$ cat src/rtl/rstart_pkg.sv
package rstart_pkg;
  typedef enum logic [2:0] {
    PH_IDLE,
    PH_SDA_REL,
    PH_SCL_WAIT,
    PH_HOLD,
    PH_SDA_LOW
  } phase_t;

  // Length in cycles of one timed phase: a zero reload still takes one cycle
  function automatic int unsigned phase_len(input int unsigned rl);
    return (rl == 0) ? 1 : rl;
  endfunction
endpackage

$ cat src/rtl/rstart_sync.sv
module rstart_sync #(
  parameter int STAGES = 2
) (
  input  logic clk,
  input  logic rst_n,
  input  logic pin,
  output logic lvl,
  output logic fell
);
  logic [STAGES-1:0] sr;
  logic              prev;

  generate
    if (STAGES == 1) begin : g_one
      always_ff @(posedge clk or negedge rst_n)
        if (!rst_n) sr <= '1;
        else        sr <= pin;
    end else begin : g_many
      always_ff @(posedge clk or negedge rst_n)
        if (!rst_n) sr <= '1;
        else        sr <= {sr[STAGES-2:0], pin};
    end
  endgenerate

  always_ff @(posedge clk or negedge rst_n)
    if (!rst_n) prev <= 1'b1;
    else        prev <= lvl;

  assign lvl  = sr[STAGES-1];
  assign fell = prev & ~lvl;
endmodule

$ cat src/rtl/rstart_timer.sv
module rstart_timer #(
  parameter int W = 7
) (
  input  logic         clk,
  input  logic         rst_n,
  input  logic         load,
  input  logic [W-1:0] load_val,
  input  logic         abort,
  output logic         expire
);
  logic [W-1:0] cnt;

  always_ff @(posedge clk or negedge rst_n)
    if (!rst_n)          cnt <= '0;
    else if (abort)      cnt <= '0;
    else if (load)       cnt <= load_val;
    else if (cnt != '0)  cnt <= cnt - 1'b1;

  assign expire = (cnt == W'(1));

  // Counting steps down by exactly one per cycle when left alone
  assert_count_step_R10: assert property (@(posedge clk) disable iff (!rst_n)
    (!load && !abort && cnt != '0) |=> (cnt == $past(cnt) - 1'b1));
endmodule

$ cat src/rtl/rstart_fsm.sv
module rstart_fsm
  import rstart_pkg::*;
#(
  parameter int RW          = 7,
  parameter int SYNC_STAGES = 2
) (
  input  logic          clk,
  input  logic          rst_n,
  input  logic          start_req,
  input  logic [RW-1:0] reload,
  input  logic          coll_clear,
  input  logic          sda_lvl,
  input  logic          sda_fell,
  input  logic          scl_lvl,
  input  logic          scl_fell,
  input  logic          tmr_expire,
  output logic          tmr_load,
  output logic [RW-1:0] tmr_val,
  output logic          tmr_abort,
  output logic          sda_pull,
  output logic          scl_pull,
  output logic          done_pulse,
  output logic          coll_flag,
  output logic          busy
);
  localparam int SW = $clog2(SYNC_STAGES + 1);

  phase_t        state, state_nx;
  logic [SW-1:0] settle;
  logic          accept, settled, coll_zero, coll_one, coll_evt;
  logic          rel_done, hold_done, low_done, wait_ok;

  // Named internal events
  assign accept    = (state == PH_IDLE) && start_req;
  assign settled   = (settle == '0);
  assign coll_zero = (state == PH_SCL_WAIT) && settled && scl_lvl && !sda_lvl;
  assign wait_ok   = (state == PH_SCL_WAIT) && settled && scl_lvl && sda_lvl;
  assign coll_one  = (state == PH_HOLD) && scl_fell && !sda_pull;
  assign coll_evt  = coll_zero | coll_one;
  assign rel_done  = (state == PH_SDA_REL) && tmr_expire;
  assign hold_done = (state == PH_HOLD) && tmr_expire && !coll_one;
  assign low_done  = (state == PH_SDA_LOW) && tmr_expire;

  assign tmr_val   = RW'(phase_len(32'(reload)));
  assign tmr_load  = accept | wait_ok | hold_done;
  assign tmr_abort = coll_evt;
  assign busy      = (state != PH_IDLE);

  always_comb begin
    state_nx = state;
    unique case (state)
      PH_IDLE:     if (accept)    state_nx = PH_SDA_REL;
      PH_SDA_REL:  if (rel_done)  state_nx = PH_SCL_WAIT;
      PH_SCL_WAIT: if (coll_zero) state_nx = PH_IDLE;
                   else if (wait_ok) state_nx = PH_HOLD;
      PH_HOLD:     if (coll_one)  state_nx = PH_IDLE;
                   else if (hold_done) state_nx = PH_SDA_LOW;
      PH_SDA_LOW:  if (low_done)  state_nx = PH_IDLE;
      default:                    state_nx = PH_IDLE;
    endcase
  end

  always_ff @(posedge clk or negedge rst_n)
    if (!rst_n) state <= PH_IDLE;
    else        state <= state_nx;

  // Wait for the synchronizer to catch up after SCL is released
  always_ff @(posedge clk or negedge rst_n)
    if (!rst_n)                  settle <= '0;
    else if (rel_done)           settle <= SW'(SYNC_STAGES);
    else if (settle != '0)       settle <= settle - 1'b1;

  always_ff @(posedge clk or negedge rst_n)
    if (!rst_n) begin
      sda_pull   <= 1'b0;
      scl_pull   <= 1'b0;
      done_pulse <= 1'b0;
    end else begin
      done_pulse <= 1'b0;
      if (coll_evt) begin
        sda_pull <= 1'b0;
        scl_pull <= 1'b0;
      end else if (accept) begin
        sda_pull <= 1'b0;
        scl_pull <= 1'b1;
      end else if (rel_done) begin
        scl_pull <= 1'b0;
      end else if (hold_done) begin
        sda_pull <= 1'b1;
      end else if (low_done) begin
        scl_pull   <= 1'b1;
        done_pulse <= 1'b1;
      end
    end

  always_ff @(posedge clk or negedge rst_n)
    if (!rst_n)          coll_flag <= 1'b0;
    else if (coll_evt)   coll_flag <= 1'b1;
    else if (coll_clear) coll_flag <= 1'b0;

  assert_done_single_R4: assert property (@(posedge clk) disable iff (!rst_n)
    done_pulse |=> !done_pulse);
  assert_done_lines_R4: assert property (@(posedge clk) disable iff (!rst_n)
    done_pulse |-> (sda_pull && scl_pull && !busy));
  assert_coll_release_R5: assert property (@(posedge clk) disable iff (!rst_n)
    coll_evt |=> (!sda_pull && !scl_pull && !busy && coll_flag && !done_pulse));
  assert_hold_released_R3: assert property (@(posedge clk) disable iff (!rst_n)
    (state == PH_HOLD) |-> (!sda_pull && !scl_pull));
  assert_sda_fall_ok_R7: assert property (@(posedge clk) disable iff (!rst_n)
    ((state == PH_HOLD) && sda_fell && !scl_fell && !coll_flag) |=> !coll_flag);
  assert_flag_sticky_R8: assert property (@(posedge clk) disable iff (!rst_n)
    (coll_flag && !coll_clear) |=> coll_flag);
  assert_busy_ignore_R9: assert property (@(posedge clk) disable iff (!rst_n)
    (busy && start_req && !coll_evt && !low_done) |=> busy);
endmodule

$ cat src/rtl/i2c_rstart_gen.sv
module i2c_rstart_gen #(
  parameter int RELOAD_W    = 7,
  parameter int SYNC_STAGES = 2
) (
  input  logic                clk,
  input  logic                rst_n,
  input  logic                start_req,
  input  logic [RELOAD_W-1:0] reload,
  input  logic                coll_clear,
  input  logic                sda_in,
  input  logic                scl_in,
  output logic                sda_pull,
  output logic                scl_pull,
  output logic                done_pulse,
  output logic                coll_flag,
  output logic                busy
);
  logic sda_lvl, sda_fell, scl_lvl, scl_fell;
  logic tmr_load, tmr_abort, tmr_expire;
  logic [RELOAD_W-1:0] tmr_val;

  rstart_sync #(.STAGES(SYNC_STAGES)) u_sda_sync (
    .clk(clk), .rst_n(rst_n), .pin(sda_in), .lvl(sda_lvl), .fell(sda_fell));

  rstart_sync #(.STAGES(SYNC_STAGES)) u_scl_sync (
    .clk(clk), .rst_n(rst_n), .pin(scl_in), .lvl(scl_lvl), .fell(scl_fell));

  rstart_timer #(.W(RELOAD_W)) u_timer (
    .clk(clk), .rst_n(rst_n), .load(tmr_load), .load_val(tmr_val),
    .abort(tmr_abort), .expire(tmr_expire));

  rstart_fsm #(.RW(RELOAD_W), .SYNC_STAGES(SYNC_STAGES)) u_fsm (
    .clk(clk), .rst_n(rst_n), .start_req(start_req), .reload(reload),
    .coll_clear(coll_clear), .sda_lvl(sda_lvl), .sda_fell(sda_fell),
    .scl_lvl(scl_lvl), .scl_fell(scl_fell), .tmr_expire(tmr_expire),
    .tmr_load(tmr_load), .tmr_val(tmr_val), .tmr_abort(tmr_abort),
    .sda_pull(sda_pull), .scl_pull(scl_pull), .done_pulse(done_pulse),
    .coll_flag(coll_flag), .busy(busy));
endmodule

$ cat config.mk
export PLATFORM = sky130hd
export DESIGN_NAME = i2c_rstart_gen
export DESIGN_NICKNAME = d
export VERILOG_FILES = /design/src/rtl/rstart_pkg.sv /design/src/rtl/rstart_sync.sv /design/src/rtl/rstart_timer.sv /design/src/rtl/rstart_fsm.sv /design/src/rtl/i2c_rstart_gen.sv
export SDC_FILE = /design/constraint.sdc
export NUM_CORES = 1
export LEC_CHECK = 0
export BUFFER_PORTS_ARGS = -buffer_cell sky130_fd_sc_hd__buf_4
export CORE_AREA = 2 2 61 69
export DETAILED_ROUTE_END_ITERATION = 10
export DIE_AREA = 0 0 63 71
export HOLD_SLACK_MARGIN = 0.15
export PLACE_DENSITY = 0.57
export SLEW_MARGIN = 20
export SYNTH_ARGS = -nofsm -noshare
export SYNTH_HDL_FRONTEND = slang
export SYNTH_SLANG_ARGS = --single-unit
$ cat constraint.sdc
create_clock -name clk -period 2.2 [get_ports clk]
set_input_delay 0.22 -clock clk [delete_from_list [all_inputs] [get_ports clk]]
set_output_delay 0.22 -clock clk [all_outputs]
set_load 0.01 [all_outputs]
## Word-level counts from Yosys, hierarchy flattened

Cells that the tools add are included.

- $add $sub $neg: 2
- Muxes and demuxes: 30
- Div/mod/pow operators: 0
- Reduce and logical (&&, ||, !) cells: 28
- Bitwise operators: 5
- $mul: 0
- Magnitude comparators: 0
- Equal/unequal tests: 12
- Shift operators: 0

Operators by type and width:

| operator | number |
|---|---|
| 7-bit 2-to-1 mux | 4 |
| 3-bit 2-to-1 mux | 7 |
| 1-bit 2-to-1 mux | 16 |
| 3-bit case mux with 5 select lines | 1 |
| 1-bit logical AND | 11 |
| 3-bit nonzero test | 3 |
| 7-bit by 1-bit equality test with 1-bit output (second input constant) | 1 |
| 7-bit zero test | 1 |
| 7-bit nonzero test | 1 |
| 7-bit by 1-bit subtractor with 7-bit output (second input constant) | 1 |
| 3-bit by 2-bit equality test with 1-bit output (second input constant) | 2 |
| 2-bit by 1-bit != test with 1-bit output (second input constant) | 3 |
| 3-bit by 1-bit != test with 1-bit output (second input constant) | 2 |
| 2-bit nonzero test | 3 |
| 5-bit AND reduction | 1 |
| 2-bit 2-to-1 mux | 2 |
| 4-bit by 2-bit != test with 1-bit output (second input constant) | 1 |
| 2-bit AND reduction | 2 |
| 4-bit nonzero test | 1 |
| 3-bit by 1-bit equality test with 1-bit output (second input constant) | 1 |
| 3-bit equality test (second input constant) | 1 |
| 1-bit zero test | 3 |
| 3-bit zero test | 1 |
| 3-bit by 2-bit != test with 1-bit output (second input constant) | 1 |
| other kinds (5) | 7 |

- Memory bits (writable): 0
- Bits in latches: 0
- Bits in registers: 21
- Output and inout port bits: 5
- Memories: 0
- Logic and storage cells: 87
- Memory bits (read-only): 0

## Depth between registers and ports, before layout

- Word-level depth: 10
- Mapped depth: 7

## Hierarchy

A second synthesis with hierarchy kept.

- Cell total of the unflattened synthesis: 118
- Area, all modules: 1188.6 µm²

Modules (own cells, without submodules):

| module | times used | area each (µm²) | seq. area each (µm²) | cells an instance |
|---|---|---|---|---|
| rstart_fsm | 1 | 558.0 | 225.2 | 63 |
| rstart_timer | 1 | 445.4 | 175.2 | 47 |
| rstart_sync | 2 | 92.6 | 78.8 | 4 |

## Worst setup path after synthesis

OpenSTA, ideal clock, no wires.

- Path type: register to register
- Start point: reg u_fsm.settle[0]
- End point: reg u_timer.cnt[1]
- Stages on the path, launching flop included: 8
- Clock period less this slack: 1.876 ns
- Arrival time: 1.739 ns
- Setup time: 0.137 ns
- Path buffers: 0
- Path slack: 0.324 ns
- Cell sequence: dfrtp_1 inv_1 ha_1 and3b_1 and4b_2 a311oi_4 mux2i_1 nor2_1

- Cells in the longest elaborated chain, start to end: 8
- Elaborated cells on any way between the ends: 11

Ends and longest elaborated chain:

| element | RTL line | source |
|---|---|---|
| from (decl) | rstart_fsm.sv:29 | `logic [SW-1:0] settle;` |
| from (signal assigned) | rstart_fsm.sv:70 | `else if (rel_done) settle <= SW'(SYNC_STAGES);` |
| from (signal assigned) | rstart_fsm.sv:71 | `else if (settle != '0) settle <= settle - 1'b1;` |
| 2-bit zero test (*) | rstart_fsm.sv:35 | `assign settled = (settle == '0);` |
| 1-bit logical AND (*) (2 in series) | rstart_fsm.sv:36, rstart_fsm.sv:37 |  |
| 1-bit logical AND | rstart_fsm.sv:37 | `assign wait_ok = (state == PH_SCL_WAIT) && settled && scl_lvl && sda_lvl;` |
| 1-bit bitwise OR (2 in series) | rstart_fsm.sv:45 | `assign tmr_load = accept \| wait_ok \| hold_done;` |
| 7-bit 2-to-1 mux | rstart_timer.sv:16 | `else if (load) cnt <= load_val;` |
| 7-bit 2-to-1 mux | rstart_timer.sv:15 | `else if (abort) cnt <= '0;` |
| to (signal assigned) | rstart_timer.sv:16 |  |
| to (signal assigned) | rstart_timer.sv:17 | `else if (cnt != '0) cnt <= cnt - 1'b1;` |
| to (decl) | rstart_timer.sv:11 | `logic [W-1:0] cnt;` |

Every way passes the cells marked *; elsewhere a longest branch is shown, timed or not.
A chain may end at the register's enable or synchronous reset.

## Worst setup path in the final report

- Start point: reg u_fsm.settle[0]
- End point: reg u_timer.cnt[4]

The elaborated chain is that of the path after synthesis.

==> run_results.csv <==
group,metric,value,unit
critical_path,r2r_start,"u_fsm.settle[0]",
routing,drt_iter0_markers,55,
synthesis,async_flop_share,100,%
cts,cts_inserted_buffers,3,
critical_path,cp-startpoint,"u_fsm.settle[0]",
sta,fmax,510,MHz
sta,whs,0.205,ns
routing,routed_wirelength,2.12,mm
placement,preCtsSetupSlack,0.122,ns
grt,grt_antenna_before_repair,0,
synthesis,syn_area_per_cell,10.5,um^2
synthesis,synth_fp_nets,119,
placement,placedCellCount,172,
critical_path,worstPathMaxFanout,9,
cts,htree_levels,1,
grt,grt-ovfl-total,0,
synthesis,synth_top_area_share,36.9,%
sta,hold_viol,0,
cts,clockBufferDepth,2,
routing,vias_per_cell,4.64,
sta,tightestPinTransition,0.367,ns
synthesis,synth_largest_area_cell,"dfrtp_1",
sta,setup_viol,0,
cts,cts.sinks,21,
synthesis,ys_top_cells_by_area,"dfrtp_1 (37%), dfstp_2 (12%), mux2i_1 (6.5%)",
floorplan,placementRows,24,
sta,skew,0.00181,ns
cts,cts-root-buf,"clkbuf_8",
critical_path,cp_data_required_time,2.37,ns
synthesis,ys.warnings.count,0,
synthesis,synthTopCellsByCount,"dfrtp_1 (16), nor2_1 (15), mux2i_1 (7), nor3_1 (7), inv_1 (6)",
synthesis,synth.most_common_cell,"dfrtp_1",
routing,dr_total_vias,839,
sta,setup_ws,0.240,ns
grt,grt_start_max_net_pins,22,
floorplan,die-area,4470,um^2
routing,drc,0,
sta,slew_headroom,75.3,%
pwr,powerDensity,1070,nW/um^2
sta,min_period,1.96,ns
pwr,p_leak,0.638,nW
grt,grt_pass1_vias,770,
sta,tns,0,ns
hold_path,hp-start,"reload[1]",
synthesis,synth-seq-cells,21,
critical_path,crit_type,"register to register",
hold_path,hold_path.class,"input port to register",
cts,cts_tree,"built",
sta,maxSlewViolCount,0,
sta,grt_setup_unrepaired,"no",
floorplan,ios,18,
placement,place_congestion,0.852,
grt,grt_first_pass_wirelength,3.59,mm
final_layout,area_growth,28.0,%
routing,antenna_left,0,
sta,period_share,89.1,%
critical_path,worstSetupStartpointType,"register",
outcome,status,"finished, final reports clean",
synthesis,synthFlopType,"dfrtp_1",
flow_run,drv_cap,0,
floorplan,start_util,28.4,%
critical_path,cp_data_arrival_time,2.13,ns
final_layout,diodes,0,
final_layout,nNetsFinal,146,
floorplan,die_h,71,um
synthesis,synth_area,1080,um^2
pwr,vdd_drop_max,554,uV
routing,wl_per_cell,11.7,um
cts,clkSlewWorstSetupHoldPaths,0.07,ns
routing,dr.pass1.iters,4,
final_layout,final_cells,181,
pwr,power,1.49,mW
final_layout,layout-drive-gt1-share,30.2,%
placement,hpwl,1.60,mm
grt,track_usage,10.5,%
synthesis,synth_edf_count,0,
floorplan,die_w,63,um
synthesis,synthCells,103,
synthesis,yosysSeqAreaShare,49.0,%
placement,io_buffers,17,
synthesis,synth_cell_type_count,40,
critical_path,endpoint_kind,"register",
cts,clk_latency,0.26,ns
floorplan,core,3810,um^2
[power by group]
part | internal, mW | total, mW | switching (mW)
clock network | 0.129 | 0.252 | 0.123
registers | 0.517 | 0.630 | 0.113
logic | 0.304 | 0.604 | 0.300
[per-stage QoR]
| step | area, um^2 | util (%) |
|---|---|---|
| after floorplan | 1080 | - |
| after global placement | 1280 | 33.7 |
| after detailed placement | 1280 | 33.7 |
| after CTS | 1370 | 35.9 |
| after global routing | 1390 | 36.4 |
| final | 1390 | 36.4 |
[cell type report]
cell class,instances,area (um^2)
clock buffer,4,45.0
inverter,6,22.5
multi-input combinational,72,507
tap,52,65.1
sequential,21,532
fill,393,2420
timing repair buffer,26,218
[cells by family (layout without fill, tap and decap cells)]
kind of cell / after synthesis / count (layout) / share of synthesized area [%]
adders and majority gates: 3 / 3 / 3.46
xor gates and xnor gates: 4 / 4 / 3.23
muxes: 7 / 7 / 6.46
DFF: 21 / 21 / 49.0
and+or+nand+nor: 43 / 43 / 22.6
AOI/OAI and AO/OA: 15 / 15 / 11.0
buffers and inverters: 10 / 36 / 4.27
[layout by cell type (no fill, tap or decap), drive strengths merged, types with 2 or more instances in the layout]
cell type / synthesis / final
and3: 2 / 2
mux2i: 7 / 7
a311oi: 2 / 2
nand2: 4 / 4
a21oi: 4 / 4
inv: 6 / 6
xnor2: 3 / 3
dlygate4sd3: 0 / 4
dfrtp: 16 / 16
clkbuf: 1 / 4
ha: 3 / 3
a31oi: 2 / 2
buf: 3 / 22
a211oi: 2 / 2
nor3: 7 / 7
or3: 2 / 2
dfstp: 5 / 5
nor2: 16 / 16
[timing repair]
item / in CTS / in global routing
endpoints found under the setup margin: 0 / 1
endpoints found under the hold margin: 24 / 0
hold buffers: 4 / 0
resized for setup: 0 / 0
buffers inserted: 0 / 1
[sequential cells by signal, indices dropped and copies added (netlist names)]
signal / flops
u_fsm.state: 3
u_scl_sync.sr: 2
u_fsm.sda_pull: 1
u_fsm.coll_flag: 1
u_scl_sync.prev: 1
u_fsm.settle: 2
u_fsm.scl_pull: 1
u_fsm.done_pulse: 1
u_timer.cnt: 7
u_sda_sync.sr: 2
[routing by layer]
| metal | part of all wire (%) | GRT usage [%] |
|---|---|---|
| met1 | 46 | 13.5 |
| met2 | 46 | 16.0 |
| met3 | 6.6 | 3.97 |
| met4 | 1.7 | 3.95 |
| met5 | 0 | 0 |
[critical path, cell delays in order, from the launching register on]
cell and delay (ns):
dfrtp_1 0.36, inv_1 0.05, ha_1 0.24, and3b_1 0.20, and4b_2 0.26, a311oi_4 0.32
buf_12 0.17, nor2_1 0.05, a311oi_1 0.22
[path summary, 6_finish.rpt]
kind | end | slack (ns) | cells after the start
max in group asynchronous | u_scl_sync.prev | 1.56 | 2
min in group asynchronous | u_fsm.done_pulse | 0.37 | 2
hold / removal | u_timer.cnt[1] | 0.20 | 3
setup reg to reg | u_timer.cnt[4] | 0.24 | 8
hold reg to reg | u_sda_sync.sr[1] | 0.36 | 0
setup / recovery | u_timer.cnt[4] | 0.24 | 8
(Power assumes the default switching activity.)
